### config.mk
export PLATFORM = sky130hd
export DESIGN_NAME = msk_tx_mod
export DESIGN_NICKNAME = d
export VERILOG_FILES = /design/src/rtl/msk_tx_pkg.sv /design/src/rtl/msk_tx_ctrl.sv /design/src/rtl/msk_tx_path.sv /design/src/rtl/msk_tx_mod.sv
export SDC_FILE = /design/constraint.sdc
export NUM_CORES = 1
export LEC_CHECK = 0
export BUFFER_PORTS_ARGS = -buffer_cell sky130_fd_sc_hd__buf_2
export CAP_MARGIN = 20
export CORE_MARGIN = 2
export CORE_UTILIZATION = 35
export CTS_BUF_LIST = sky130_fd_sc_hd__clkbuf_8
export DETAILED_ROUTE_END_ITERATION = 8
export SYNTH_ARGS = -nofsm -noshare
export SYNTH_HDL_FRONTEND = slang
export SYNTH_SLANG_ARGS = --single-unit
### constraint.sdc
create_clock -name clk -period 8.5 [get_ports clk]
set_input_delay 0.425 -clock clk [delete_from_list [all_inputs] [get_ports clk]]
set_output_delay 0.425 -clock clk [all_outputs]
set_load 0.01 [all_outputs]
### src/rtl/msk_tx_pkg.sv
package msk_tx_pkg;
  localparam int PHASE_W        = 8;
  localparam int SAMPLE_W       = 8;
  localparam int AMP            = 2 ** (SAMPLE_W - 1) - 1;
  localparam int PHASE_STEPS    = 2 ** PHASE_W;
  localparam int SPB_SLOW       = 8;
  localparam int SPB_FAST       = SPB_SLOW / 2;
  // one full mark cycle per slow bit; space differs by half the bit rate
  localparam int MARK_INC       = PHASE_STEPS / SPB_SLOW;
  localparam int SPACE_SLOW_INC = MARK_INC * 3 / 2;
  localparam int SPACE_FAST_INC = MARK_INC * 2;

  typedef struct packed {
    logic               clear;
    logic               step;
    logic [PHASE_W-1:0] inc;
  } pathCmd_t;
endpackage

### src/rtl/msk_tx_ctrl.sv
module msk_tx_ctrl
  import msk_tx_pkg::*;
#(
  parameter int SAMPLE_DIV = 384
) (
  input  logic     clk,
  input  logic     rstN,
  input  logic     mclkEn,
  input  logic     txEn,
  input  logic     rateSel,
  input  logic     txData,
  output logic     txClk,
  output pathCmd_t cmd
);
  localparam int DIV_W  = (SAMPLE_DIV > 1) ? $clog2(SAMPLE_DIV) : 1;
  localparam int SLOT_W = $clog2(SPB_SLOW);
  localparam logic [DIV_W-1:0] DIV_LAST = DIV_W'(SAMPLE_DIV - 1);

  logic               running;
  logic [DIV_W-1:0]   divCnt;
  logic [SLOT_W-1:0]  slotCnt;
  logic               capBit;
  logic               rateQ;
  logic [PHASE_W-1:0] curInc;
  logic               sampleTick;
  logic [SLOT_W-1:0]  lastSlot;
  logic [SLOT_W-1:0]  midSlot;
  logic [SLOT_W-1:0]  halfSlot;

  function automatic logic [PHASE_W-1:0] incFor(input logic bitVal, input logic fast);
    if (bitVal)    return PHASE_W'(MARK_INC);
    else if (fast) return PHASE_W'(SPACE_FAST_INC);
    else           return PHASE_W'(SPACE_SLOW_INC);
  endfunction

  always_comb begin
    lastSlot   = rateQ ? SLOT_W'(SPB_FAST - 1)     : SLOT_W'(SPB_SLOW - 1);
    halfSlot   = rateQ ? SLOT_W'(SPB_FAST / 2)     : SLOT_W'(SPB_SLOW / 2);
    midSlot    = rateQ ? SLOT_W'(SPB_FAST / 2 - 1) : SLOT_W'(SPB_SLOW / 2 - 1);
    sampleTick = running && mclkEn && (divCnt == DIV_LAST);
    txClk      = !running || (slotCnt >= halfSlot);
    cmd.clear  = !txEn;
    cmd.step   = sampleTick;
    cmd.inc    = curInc;
  end

  always_ff @(posedge clk or negedge rstN) begin
    if (!rstN) begin
      running <= 1'b0;
      divCnt  <= '0;
      slotCnt <= '0;
      capBit  <= 1'b1;
      rateQ   <= 1'b0;
      curInc  <= PHASE_W'(MARK_INC);
    end else if (!txEn) begin
      running <= 1'b0;
      divCnt  <= '0;
      slotCnt <= '0;
      capBit  <= 1'b1;
      curInc  <= PHASE_W'(MARK_INC);
    end else if (!running) begin
      // first bit period opens with an idle mark
      running <= 1'b1;
      rateQ   <= rateSel;
    end else begin
      if (mclkEn) divCnt <= (divCnt == DIV_LAST) ? '0 : divCnt + 1'b1;
      if (sampleTick) begin
        if (slotCnt == midSlot) capBit <= txData;
        if (slotCnt == lastSlot) begin
          slotCnt <= '0;
          rateQ   <= rateSel;
          curInc  <= incFor(capBit, rateSel);
        end else begin
          slotCnt <= slotCnt + 1'b1;
        end
      end
    end
  end
endmodule

### src/rtl/msk_tx_path.sv
module msk_tx_path
  import msk_tx_pkg::*;
(
  input  logic                       clk,
  input  logic                       rstN,
  input  pathCmd_t                   cmd,
  output logic signed [SAMPLE_W-1:0] sampleOut
);
  localparam int IDX_W = PHASE_W - 2;
  localparam int QSIZE = 2 ** IDX_W;
  localparam int MAG_W = SAMPLE_W - 1;

  // integer sine approximation over half a cycle of 2*QSIZE steps
  function automatic int quarterSine(input int t);
    int n, num, den;
    n   = 2 * QSIZE;
    num = 16 * t * (n - t);
    den = 5 * n * n - 4 * t * (n - t);
    return (AMP * num + den / 2) / den;
  endfunction

  logic [MAG_W-1:0] qTab [QSIZE];
  for (genvar g = 0; g < QSIZE; g++) begin : g_tab
    assign qTab[g] = MAG_W'(quarterSine(g));
  end

  logic [PHASE_W-1:0] phase;
  logic [PHASE_W-1:0] nextPhase;
  logic [1:0]         quad;
  logic [IDX_W:0]     sel;
  logic [MAG_W-1:0]   mag;
  logic signed [SAMPLE_W-1:0] nextSample;

  always_comb begin
    nextPhase = phase + cmd.inc;
    quad      = nextPhase[PHASE_W-1 -: 2];
    sel       = quad[0] ? ((IDX_W+1)'(QSIZE) - {1'b0, nextPhase[IDX_W-1:0]})
                        : {1'b0, nextPhase[IDX_W-1:0]};
    mag       = sel[IDX_W] ? MAG_W'(AMP) : qTab[sel[IDX_W-1:0]];
    nextSample = quad[1] ? -$signed({1'b0, mag}) : $signed({1'b0, mag});
  end

  always_ff @(posedge clk or negedge rstN) begin
    if (!rstN) begin
      phase     <= '0;
      sampleOut <= '0;
    end else if (cmd.clear) begin
      phase     <= '0;
      sampleOut <= '0;
    end else if (cmd.step) begin
      phase     <= nextPhase;
      sampleOut <= nextSample;
    end
  end
endmodule

### src/rtl/msk_tx_mod.sv
module msk_tx_mod
  import msk_tx_pkg::*;
#(
  parameter int SAMPLE_DIV = 384
) (
  input  logic              clk,
  input  logic              rstN,
  input  logic              mclkEn,
  input  logic              txEn,
  input  logic              rateSel,
  input  logic              txData,
  output logic              txClk,
  output logic signed [7:0] sampleOut
);
  pathCmd_t cmd;

  msk_tx_ctrl #(.SAMPLE_DIV(SAMPLE_DIV)) u_ctrl (
    .clk(clk), .rstN(rstN), .mclkEn(mclkEn), .txEn(txEn),
    .rateSel(rateSel), .txData(txData), .txClk(txClk), .cmd(cmd)
  );

  msk_tx_path u_path (
    .clk(clk), .rstN(rstN), .cmd(cmd), .sampleOut(sampleOut)
  );
endmodule

# --- Word-level counts from Yosys, hierarchy flattened ---
# Memory sizes are Yosys's and may differ from the RTL's.
# Cells that the tools add are included.
# W data, S select, Z words.
word_totals:
  register_bits: 39
  latchBits: 0
  ram_bits: 0
  romBits: 448
  mem_count: 1
mem_list:
  columns: ["name", "words", "width", "rd", "rd_ports_with_merged_regs", "wr", "line_no", "source"]
  rows:
  - ["(no name shown)", 64, 7, 1, 0, 0, "msk_tx_path.sv:39", "mag = sel[IDX_W] ? MAG_W'(AMP) : qTab[sel[IDX_W-1:0]];"]
op_classes:
  addsub: 5
  n_mul: 0
  div_mod_pow: 0
  order_cmp: 2
  eq_ne: 10
  shift: 0
  mux: 34
  bitwise_logic: 1
  n_reduce_logical: 9
ops:
  columns: ["operator", "count"]
  rows:
  - ["$mux W8", 10]
  - ["$mux W9", 4]
  - ["$mux W7", 5]
  - ["$mux W3", 6]
  - ["$add A9 B1 Y9 const B", 1]
  - ["$eq A9 B9 Y1 const B", 1]
  - ["$reduce_and A3 Y1", 3]
  - ["$add A8 B8 Y8", 1]
  - ["$mux W1", 8]
  - ["$ne A2 B1 Y1 const B", 4]
  - ["$neg A7 Y8", 1]
  - ["$ge A7 B7 Y1 const B", 1]
  - ["$not A6 Y7", 1]
  - ["$sub A7 B6 Y7 const A", 1]
  - ["$eq A3 B3 Y1", 2]
  - ["$ne A2 B2 Y1 const B", 3]
  - ["$reduce_and A2 Y1", 2]
  - ["$add A3 B1 Y3 const B", 1]
  - ["$ge A3 B3 Y1", 1]
  - ["$logic_and A1 B1 Y1", 2]
  - ["$mux W2", 1]
  - ["$logic_not A1 Y1", 1]
  - ["$logic_or A1 B1 Y1", 1]

# --- Depth between registers and ports, before layout ---
# Gate-level depths: netlist of the first run.
depth:
  word_depth: 12
  mapped_depth: 12
  depth_no_buf: 12

# --- By module ---
# Synthesis of the first run repeated with hierarchy kept, for this count alone.
unflattened:
  hier_cells: 336
  hier_area_um2: 3066.7
by_module_without_submodules:
  columns: ["mod", "instances", "cells_per_inst", "area_each_um2", "seq_area_each_um2"]
  rows:
  - ["msk_tx_path", 1, 239, 2069.5, 400.4]
  - ["msk_tx_ctrl", 1, 97, 997.2, 452.9]

# --- Least setup slack after synthesis of the first run ---
# No wires, ideal clock.
synth_timing:
  kind: "reg2reg"
  from: "register u_ctrl.curInc[5]"
  to: "register u_path.sampleOut[4]"
  arrival_time_ns: 2.547
  setup_slack_ns: 5.831
  path_stages_with_launch: 12
  path_buffers: 0
  synth_period_minus_slack_ns: 2.669
  path_cell_list: "dfstp_2 -> inv_1 -> fa_1 -> xnor2_2 -> mux2i_1 -> o21ai_0 -> inv_1 -> ha_1 -> nor2b_1 -> mux2i_1 -> o211ai_1 -> a32o_1"
synth_between:
  elab_chain_len: 12
synth_lines:
  columns: ["element", "line_no", "source"]
  rows:
  - ["from (decl)", "msk_tx_ctrl.sv:24", "logic [PHASE_W-1:0] curInc;"]
  - ["from (signal assigned)", "msk_tx_ctrl.sv:54", "curInc <= PHASE_W'(MARK_INC);"]
  - ["from (signal assigned)", "msk_tx_ctrl.sv:60", "curInc <= PHASE_W'(MARK_INC);"]
  - ["from (signal assigned)", "msk_tx_ctrl.sv:72", "curInc <= incFor(capBit, rateSel);"]
  - ["$add A8 B8 Y8 *", "msk_tx_path.sv:35", "nextPhase = phase + cmd.inc;"]
  - ["$sub A7 B6 Y7", "msk_tx_path.sv:37", "sel = quad[0] ? ((IDX_W+1)'(QSIZE) - {1'b0, nextPhase[IDX_W-1:0]})"]
  - ["$mux W7", "msk_tx_path.sv:37", null]
  - ["$not A6 Y7 (implied by the code)", "msk_tx_path.sv:39", null]
  - ["$mem_v2 Z64 W7", null, null]
  - ["$mux W7 (implied by the code) (2 in a row)", "msk_tx_path.sv:39", null]
  - ["$mux W7", "msk_tx_path.sv:39", null]
  - ["$neg A7 Y8", "msk_tx_path.sv:40", "nextSample = quad[1] ? -$signed({1'b0, mag}) : $signed({1'b0, mag});"]
  - ["$mux W8 *", "msk_tx_path.sv:40", null]
  - ["$mux W8 *", "msk_tx_path.sv:50", "end else if (cmd.step) begin"]
  - ["$mux W8 *", "msk_tx_path.sv:47", "end else if (cmd.clear) begin"]
  - ["to (signal assigned)", "msk_tx_path.sv:52", "sampleOut <= nextSample;"]
  - ["to (decl)", "msk_tx_path.sv:7", "output logic signed [SAMPLE_W-1:0] sampleOut"]
# Every way passes the cells marked *; elsewhere a longest branch is shown, timed or not. The select of a mux whose other input is x is not followed.
# A chain may end at the register's enable or synchronous reset.

# --- Final worst setup path of the first run ---
# Same ends and word-level chain as after synthesis.

==> flow_metrics.tcl, run 1 <==
set metrics [dict create \
    intPower_mw 0.236 \
    setup_viol 0 \
    final_cell_count_no_fill 270 \
    io_buffers 14 \
    hold_viol 0 \
    ant_nets 0 \
    path_clk_slew_ns 0.07 \
    avgViaCountPerCell 5.00 \
    synth_xor_xnor_area_share 0.0436 \
    gr-usage-met2 0.219 \
    syn-num-nets 204 \
    switching_share 0.227 \
    wl_per_cell_um 13.1 \
    synth_cell_types 42 \
    drv_cap 0 \
    power.leakage_nw 0.954 \
    busiest_layer "met2" \
    htreeDepth 2 \
    drt_iter0_markers 84 \
    io-pin-count 15 \
    crit_fanout 7 \
    syn_to_final_growth_pct 13.3 \
    clock_path_buffers 2 \
    synth-main-ff-cell "dfrtp_1" \
    syn_area_um2 1780 \
    slew_violations 0 \
    critPathKind "flop to flop" \
    drive_gt1_frac 0.143 \
    hold_slack_ns 0.161 \
    ys_ff_latch 30 \
    crit_path_end_kind "flop" \
    start_util 0.370 \
    tns_ns 0 \
    clock_sinks 30 \
    nets 219 \
    place_inst 262 \
    grt.met1_usage 0.193 \
    p_seq_frac 0.478 \
    synthCells 187 \
    grtUsageMet3 0.0437 \
    muxShareOfSynthArea 0.0576 \
    rows 25 \
    skew_ns 0.00949 \
    status "complete, no violations" \
    rsz0062_at_grt "false" \
    cts_root_buf "clkbuf_8" \
    arrival_ns 3.07 \
    p_switching_mw 0.0695 \
    hold_buffers 0 \
    fin_crit_sh 0.341 \
    fin_crit_ns 2.90 \
    coreArea_um2 4820 \
    synth-compound-area-share 0.162 \
    tritoncts "built" \
    tightest_slew_ns 0.771 \
    design_area_um2 2020 \
    synth_simple_gate_area_frac 0.190 \
    globalRoute.totalOverflow 0 \
    synth_fa_ha_area_frac 0.0815 \
    drc 0 \
    relSlewSlack 0.482 \
    die_area_um2 5670 \
    insertion_delay_ns 0.29 \
    dr.pass1.iters 5 \
    synth_top_family_by_area "simple AND/OR/NAND/NOR gates" \
    grt_pass1_vias 1284 \
    critPathRequiredTime_ns 8.67 \
    fmax_mhz 345 \
    grt_usage 0.145 \
    vias 1349 \
    finalPower_mw 0.306 \
    powerDensity_nw_per_um2 152 \
    dpl.hpwl_mm 2.47 \
    place.gp.congestion 0.859 \
    clock_power_share 0.471 \
    ys_seq_area_frac 0.423 \
    num_antenna_cells 0 \
    antenna_found_initial 0 \
    die_h_um 75.3 \
    hp-class "primary input to async pin" \
    grt_pass1_wl_mm 6.09 \
    reg2regPathDepth 11 \
    synth_enable_flop_cells 0 \
    wl_mm 3.52 \
    async_flop_share 1.00 \
    nFillCells 500 \
    placed_area_um2 1910 \
    die_width_um 75.3 \
    vdd_drop_max_uv 49.9 \
    numCtsBuffers 5 \
    ys_warn_count 0 \
    combPwrFrac 0.051 \
    avgSynthCellArea_um2 9.52 \
    post-cts-setup-buffer-count 0 \
    worst_setup_path_start_kind "flop" \
    cts.repair.resized 0 \
    grt_max_degree 31 \
]
==> layout make-up <==
type / count / area [um2] / share of cell area
timing repair buffer: 14 / 70.1 / 0.0347
clock buffer: 5 / 68.8 / 0.0341
multi-input combinational: 139 / 956 / 0.474
sequential: 30 / 753 / 0.373
inverter: 12 / 45.0 / 0.0223
tap: 67 / 83.8 / 0.0416
clock inverter: 3 / 40.0 / 0.0199
==> through the flow <==
step                setup WS [ns]  utilization
floorplan                    5.83            -
global placement             5.70        0.396
detailed placement           5.63        0.396
CTS                          5.61        0.419
global route                 5.38        0.419
finish                       5.60        0.419
==> final timing paths <==
check	start	end	slack [ns]
worst max-delay path	u_ctrl.curInc[5]$_DFFE_PN1P_	u_path.sampleOut[4]$_DFFE_PN0N_	5.60
worst min register to register	u_path.sampleOut[1]$_DFFE_PN0N_	u_path.sampleOut[1]$_DFFE_PN0N_	0.51
worst min-delay path	rstN	u_ctrl.divCnt[3]$_DFFE_PN0P_	0.16
worst max register to register	u_ctrl.curInc[5]$_DFFE_PN1P_	u_path.sampleOut[4]$_DFFE_PN0N_	5.60
max in group asynchronous	rstN	u_path.phase[4]$_DFFE_PN0N_	7.90
min in group clk	txData	u_ctrl.capBit$_DFFE_PN1P_	0.37
==> cell families after synthesis <==
group,Yosys count
simple gates,64
compound gates,45
flops,30
buf+inv,18
fa+ha+maj,11
mux,10
xor+xnor,8
other cells,1
==> synthesized netlist by cell type, types with 2 or more instances <==
| cell | number | share of area |
|---|---|---|
| clkbuf_1 | 2 | 0.0042 |
| dfstp_2 | 2 | 0.030 |
| dfrtp_1 | 28 | 0.39 |
| o211a_1 | 2 | 0.011 |
| buf_2 | 3 | 0.0084 |
| nor2b_1 | 5 | 0.018 |
| nand2_1 | 23 | 0.048 |
| nor2_1 | 9 | 0.019 |
| a21boi_0 | 9 | 0.038 |
| inv_1 | 12 | 0.025 |
| mux2_2 | 2 | 0.013 |
| a21oi_1 | 7 | 0.020 |
| nand3_1 | 12 | 0.034 |
| xor2_1 | 5 | 0.025 |
| a31oi_1 | 5 | 0.018 |
| xnor2_1 | 2 | 0.0098 |
| and2_1 | 3 | 0.011 |
| ha_1 | 10 | 0.070 |
| o21ai_1 | 2 | 0.0056 |
| o21ai_0 | 12 | 0.034 |
| mux2i_1 | 8 | 0.045 |
| or3_1 | 4 | 0.014 |
==> cell usage in the layout, fill, tap and decap left out, types with 2 or more instances in the layout <==
master	synthesis	routed
dfrtp_1	28	28
nand2_1	23	23
buf_2	3	14
inv_1	12	12
o21ai_0	12	12
nand3_1	12	12
ha_1	10	10
nor2_1	9	9
a21boi_0	9	9
mux2i_1	8	8
a21oi_1	7	7
nor2b_1	5	5
xor2_1	5	5
a31oi_1	5	5
clkbuf_8	0	5
or3_1	4	4
and2_1	3	3
xnor2_1	2	2
mux2_2	2	2
o21ai_1	2	2
o211a_1	2	2
clkinv_2	0	2
dfstp_2	2	2
==> critical path: stages (launching register included) <==
cell      delay, ns
dfstp_2        0.54
inv_1          0.06
fa_1           0.46
xnor2_2        0.40
mux2i_1        0.26
o21ai_0        0.15
inv_1          0.09
ha_1           0.20
nor2b_1        0.06
mux2i_1        0.21
o211ai_1       0.12
a32o_1         0.23
==> power by group through the flow <==
stage	registers, mW	logic (mW)	clock network [mW]
3_5_place_dp	0.149	0.0164	0
4_1_cts	0.146	0.0164	0.150
6_report	0.146	0.0157	0.144
5_1_grt	0.146	0.0186	0.157
3_3_place_gp	0.149	0.0162	0
2_1_floorplan	0.148	0.00959	0
==> registers in the layout, indices dropped and copies added, names as in the netlist <==
signal	count
u_ctrl.capBit	1
u_ctrl.curInc	3
u_ctrl.divCnt	9
u_ctrl.rateQ	1
u_ctrl.running	1
u_ctrl.slotCnt	3
u_path.phase	4
u_path.sampleOut	8
==> metal layers <==
layer,vias up,part of all wire
met4,0,0.014
met5,-,0
met1,639,0.50
met3,4,0.037
li1,686,-
met2,20,0.45
Power figures use the tool's default switching activity.
==> run 2: changes to the inputs <==
ABC_AREA = 1   (was not set)
clock period = 2.52 ns   (was 8.5 ns; I/O delays follow)
==> run 2 against run 1 <==
Net effect: sequential power grew to 3.4 times the previous value; clock skew shrank 0.0014 ns; critical path depth grew 3; clock-buffer cell count is the same; clock power grew to 2.5 times the previous value; largest power group unchanged; final cell count grew 14%; power grew to 3.0 times the previous value; area after synthesis grew 0.28%; fmax grew 22%; register-to-register slack lost 5.5 ns; wire length shrank 0.82%.
==> flow_metrics.tcl, run 2 <==
set metrics [dict create \
    status "complete, no violations" \
    drc 0 \
    drt_iter0_markers 72 \
    power.leakage_nw 1.06 \
    hold_depth 3 \
    path_clk_slew_ns 0.06 \
    grt_max_degree 31 \
    dr.pass1.iters 4 \
    synth_enable_flop_cells 0 \
    arrival_ns 2.55 \
    hp-class "primary input to flop" \
    rr_startpoint "u_ctrl.curInc[5]$_DFFE_PN1P_" \
    synthCells 218 \
    skew_ns 0.00807 \
    avgSynthCellArea_um2 8.19 \
    r2r_end "u_path.sampleOut[6]$_DFFE_PN0N_" \
    drive_gt1_frac 0.216 \
    synth_cell_types 32 \
    num_antenna_cells 0 \
    grt_pass1_vias 1383 \
    reg2regPathDepth 14 \
    async_flop_share 1.00 \
    ys_seq_area_frac 0.422 \
    antenna_found_initial 0 \
    setup_viol 0 \
    final_common_cell "nand2_1" \
    relSlewSlack 0.551 \
    largest_reg_flops 9 \
    hold_slack_ns 0.0884 \
    dpl.hpwl_mm 2.62 \
    worst_setup_path_start_kind "flop" \
    crit_end "u_path.sampleOut[6]$_DFFE_PN0N_" \
    rrSetupSlack_ns 0.14 \
    die_area_um2 5690 \
    synth-main-ff-cell "dfrtp_1" \
    slew_violations 0 \
    die_h_um 75.4 \
    top_register "u_ctrl.divCnt" \
    tightest_slew_ns 0.673 \
    fin_crit_sh 0.944 \
    place.gp.congestion 0.822 \
    hold_viol 0 \
    start_util 0.371 \
    synth_area_leaders "dfrtp_1 39%, nand2_1 12%, ha_1 7.0%" \
    powerDensity_nw_per_um2 450 \
    crit_fanout 3 \
    wl_mm 3.50 \
    rsz0062_at_grt "true" \
    top_regs "u_ctrl.divCnt (9), u_path.sampleOut (8), u_path.phase (4)" \
    rows 25 \
    synth_top_area_cell "dfrtp_1" \
    htreeDepth 2 \
    ys_warn_count 0 \
    drv_cap 0 \
    syn-num-nets 235 \
    wl_per_cell_um 11.3 \
    place_inst 298 \
    die_width_um 75.4 \
    io-pin-count 15 \
    critPathKind "flop to flop" \
    insertion_delay_ns 0.28 \
    fmax_mhz 420 \
    vdd_drop_max_uv 356 \
    yosysMostFrequentCell "nand2_1" \
    synth_common_cells "59 x nand2_1, 28 x dfrtp_1, 26 x inv_1" \
    grt_pass1_wl_mm 6.27 \
    fin_crit_ns 2.38 \
    ant_nets 0 \
    nets 257 \
    ys_ff_latch 30 \
    globalRoute.totalOverflow 0 \
    critPathRequiredTime_ns 2.69 \
    place_ws_ns -0.00540 \
    vias 1439 \
    tritoncts "built" \
    grt_usage 0.144 \
    syn_area_um2 1790 \
    critical_path.startpoint "u_ctrl.curInc[5]$_DFFE_PN1P_" \
    crit_path_end_kind "flop" \
    final_cell_mix "58 x nand2_1, 28 x dfrtp_1, 23 x inv_1" \
    finalWorstSetupSlack_ns 0.140 \
    final_cell_count_no_fill 308 \
    clock_sinks 30 \
    yosysTopAreaCellShare 0.392 \
    io_buffers 14 \
    numCtsBuffers 5 \
    cts_root_buf "clkbuf_8" \
    syn_to_final_growth_pct 14.6 \
    hold_start "txData" \
    coreArea_um2 4820 \
    clock_path_buffers 2 \
    nFillCells 513 \
    avgViaCountPerCell 4.67 \
]
## run 2: what timing repair did
item	CTS	global route
buffers inserted	0	1
pin swaps	0	8
endpoints found under the setup margin	1	3
hold buffers	1	0
resized for setup	1	10
endpoints found under the hold margin	28	0
## run 2: cell families (layout without fill, tap and decap cells)
group                      Yosys count  after routing  share of synthesized area
adders and majority gates           11             11                     0.0813
and+or+nand+nor                    113            113                      0.311
xor gates and xnor gates             3              3                     0.0189
buffers and inverters               33             56                     0.0848
AOI/OAI and AO/OA                   27             27                     0.0799
DFF                                 30             30                      0.422
other                                1              1                    0.00210
## run 2: cell type report
| class | instances | area, um2 | area share |
|---|---|---|---|
| multi-input cells | 155 | 911 | 0.445 |
| flip-flops and latches | 30 | 753 | 0.368 |
| inverters | 30 | 114 | 0.0556 |
| repair buffers | 18 | 103 | 0.0501 |
| well taps | 67 | 83.8 | 0.0410 |
| clock buffers | 5 | 68.8 | 0.0336 |
| clock inverters | 3 | 13.8 | 0.00672 |
## run 2: per-stage QoR
stage	cell area [um2]	util	total power [mW]	TNS (ns)
after global placement	1920	0.398	0.569	0
after floorplan	1790	-	0.548	0
final	2050	0.425	0.921	0
after CTS	2010	0.418	0.943	0
after global routing	2050	0.425	0.973	-0.0227
after detailed placement	1920	0.398	0.569	-0.00540
## run 2: worst min-delay path by stage
stage / slack, ns / to
3_3_place_gp: 0.20 / u_ctrl.rateQ$_DFFE_PN0P_
4_1_cts: 0.08 / u_ctrl.capBit$_DFFE_PN1P_
5_1_grt: 0.09 / u_ctrl.capBit$_DFFE_PN1P_
6_report: 0.09 / u_ctrl.capBit$_DFFE_PN1P_
3_5_place_dp: 0.21 / u_ctrl.rateQ$_DFFE_PN0P_
2_1_floorplan: -0.17 / u_ctrl.curInc[4]$_DFFE_PN0P_
## run 2: routing by layer
layer,track usage,wire (um)
met4,0.0409,44
met5,0,0
met3,0.0423,103
met2,0.206,1510
met1,0.212,1830
## run 2: power by group
part           switching [mW]  internal, mW
Sequential            0.00544         0.489
Combinational          0.0459        0.0204
Clock                   0.173         0.187
## run 2: critical path, cell delays in order, from the launching register on
cell and delay [ns]:
dfstp_2 0.54, inv_2 0.04, fa_1 0.59, ha_4 0.21, inv_2 0.05, nand3_2 0.08, nand2_2 0.10, nand2_2 0.05
nand2_1 0.08, ha_2 0.19, inv_2 0.05, nor3_2 0.12, o21ai_1 0.08, nand2_1 0.07, nand2_1 0.05
==> run 3: changes to the inputs <==
CAP_MARGIN = 15   (was 20)
RECOVER_POWER = 100   (was not set)
==> run 3 against run 2 <==
Net effect: the run now ends with capacitance limit, slew limit left; core utilization fell by 0.75 points; hold slack barely moved; worst setup slack improved by 0.0070 ns; highest routed layer unchanged.
==> flow_metrics.tcl, run 3 (same netlist as run 2, synthesis figures left out) <==
set metrics [dict create \
    status "finished with violations" \
    failed_checks "capacitance limit, slew limit" \
    grt_pass1_wl_mm 6.27 \
    dpl.hpwl_mm 2.62 \
    fmax_mhz 421 \
    wl_mm 3.49 \
    vdd_drop_max_uv 356 \
    cts_root_buf "clkbuf_8" \
    relSlewSlack -0.0968 \
    drv_cap 1 \
    top_register "u_ctrl.divCnt" \
    antenna_found_initial 0 \
    hold_viol 0 \
    crit_fanout 3 \
    setup_viol 0 \
    place.gp.congestion 0.822 \
    vias 1441 \
    dr.pass1.iters 4 \
    die_width_um 75.4 \
    grt_usage 0.144 \
    htreeDepth 2 \
    insertion_delay_ns 0.28 \
    drt_iter0_markers 63 \
    fin_crit_ns 2.37 \
    rsz0062_at_grt "true" \
    clock_path_buffers 2 \
    power.leakage_nw 0.981 \
    syn_to_final_growth_pct 12.6 \
    final_cell_mix "60 x nand2_1, 28 x dfrtp_1, 23 x inv_1" \
    place_ws_ns -0.00540 \
    rows 25 \
    tritoncts "built" \
    crit_path_end_kind "flop" \
    path_clk_slew_ns 0.06 \
    die_h_um 75.4 \
    wl_per_cell_um 11.3 \
    finalWorstSetupSlack_ns 0.147 \
    start_util 0.371 \
    largest_reg_flops 9 \
    hp-class "primary input to flop" \
    ant_nets 0 \
    critPathRequiredTime_ns 2.69 \
    worst_setup_path_start_kind "flop" \
    slew_violations 31 \
    top_regs "u_ctrl.divCnt (9), u_path.sampleOut (8), u_path.phase (4)" \
    arrival_ns 2.54 \
    avgViaCountPerCell 4.68 \
    fin_crit_sh 0.942 \
    skew_ns 0.00836 \
    io_buffers 14 \
    num_antenna_cells 0 \
    tightest_slew_ns 1.65 \
    hold_slack_ns 0.0887 \
    drc 0 \
    drive_gt1_frac 0.158 \
    coreArea_um2 4820 \
    io-pin-count 15 \
    numCtsBuffers 5 \
    finalPower_mw 0.919 \
    die_area_um2 5690 \
    grt_pass1_vias 1383 \
    critPathKind "flop to flop" \
    nets 257 \
    powerDensity_nw_per_um2 457 \
    clock_sinks 30 \
    globalRoute.totalOverflow 0 \
    grt_max_degree 31 \
    final_common_cell "nand2_1" \
]
==> run 3: what timing repair did <==
item,CTS,global route
hold buffers,1,0
pin swaps,0,8
setup buffers,0,1
gates resized for setup,1,10
endpoints found under the hold margin,28,0
setup endpoints to repair,1,3
==> run 3: routing by layer <==
metal | share of wire | up-vias | global-route usage
li1 | - | 752 | -
met1 | 0.52 | 666 | 0.212
met2 | 0.43 | 18 | 0.206
met3 | 0.039 | 5 | 0.0423
met4 | 0.013 | 0 | 0.0409
met5 | 0 | - | 0
==> run 3: metrics by stage <==
step                 TNS, ns  instance area (um2)  instances   util
finish                     0                 2010        308  0.417
global route         -0.0227                 2010        308  0.417
CTS                        0                 2010        307  0.418
detailed placement  -0.00540                 1920        298  0.398
global placement           0                 1920        298  0.398
floorplan                  0                 1790        218      -
==> run 3: final timing paths <==
path / from / endpoint / slack, ns / depth (start not counted)
worst max-delay path: u_ctrl.curInc[5]$_DFFE_PN1P_ / u_path.sampleOut[6]$_DFFE_PN0N_ / 0.15 / 14
worst min-delay path: txData / u_ctrl.capBit$_DFFE_PN1P_ / 0.09 / 3
worst max register to register: u_ctrl.curInc[5]$_DFFE_PN1P_ / u_path.sampleOut[6]$_DFFE_PN0N_ / 0.15 / 14
worst min register to register: u_path.sampleOut[5]$_DFFE_PN0N_ / u_path.sampleOut[5]$_DFFE_PN0N_ / 0.48 / 2
max in group asynchronous: rstN / u_path.sampleOut[5]$_DFFE_PN0N_ / 0.76 / 2
min in group asynchronous: rstN / u_ctrl.divCnt[0]$_DFFE_PN0P_ / 0.80 / 2
==> run 3: cell type report <==
type                            count  area, um2
Multi-Input combinational cell    155        887
Sequential cell                    30        753
Timing Repair Buffer               18       90.1
Clock inverter                      3       13.8
Clock buffer                        5       68.8
Fill cell                         520       2810
Tap cell                           67       83.8
Inverter                           30        114
==> run 3: power by group <==
part	total, mW	switching [mW]	internal (mW)	leakage, nW
logic	0.0655	0.0460	0.0195	0.526
clock network	0.360	0.173	0.187	0.0491
registers	0.494	0.00537	0.489	0.406
total	0.919	0.225	0.695	0.981
==> run 3: worst max-delay path, stage by stage, from the launching register on <==
cell and delay, ns:
dfstp_2 0.54, inv_2 0.04, fa_1 0.59, ha_4 0.21, inv_2 0.05, nand3_2 0.08, nand2_2 0.10, nand2_2 0.05
nand2_1 0.08, ha_2 0.19, inv_2 0.05, nor3_2 0.11, o21ai_1 0.08, nand2_1 0.07, nand2_1 0.05
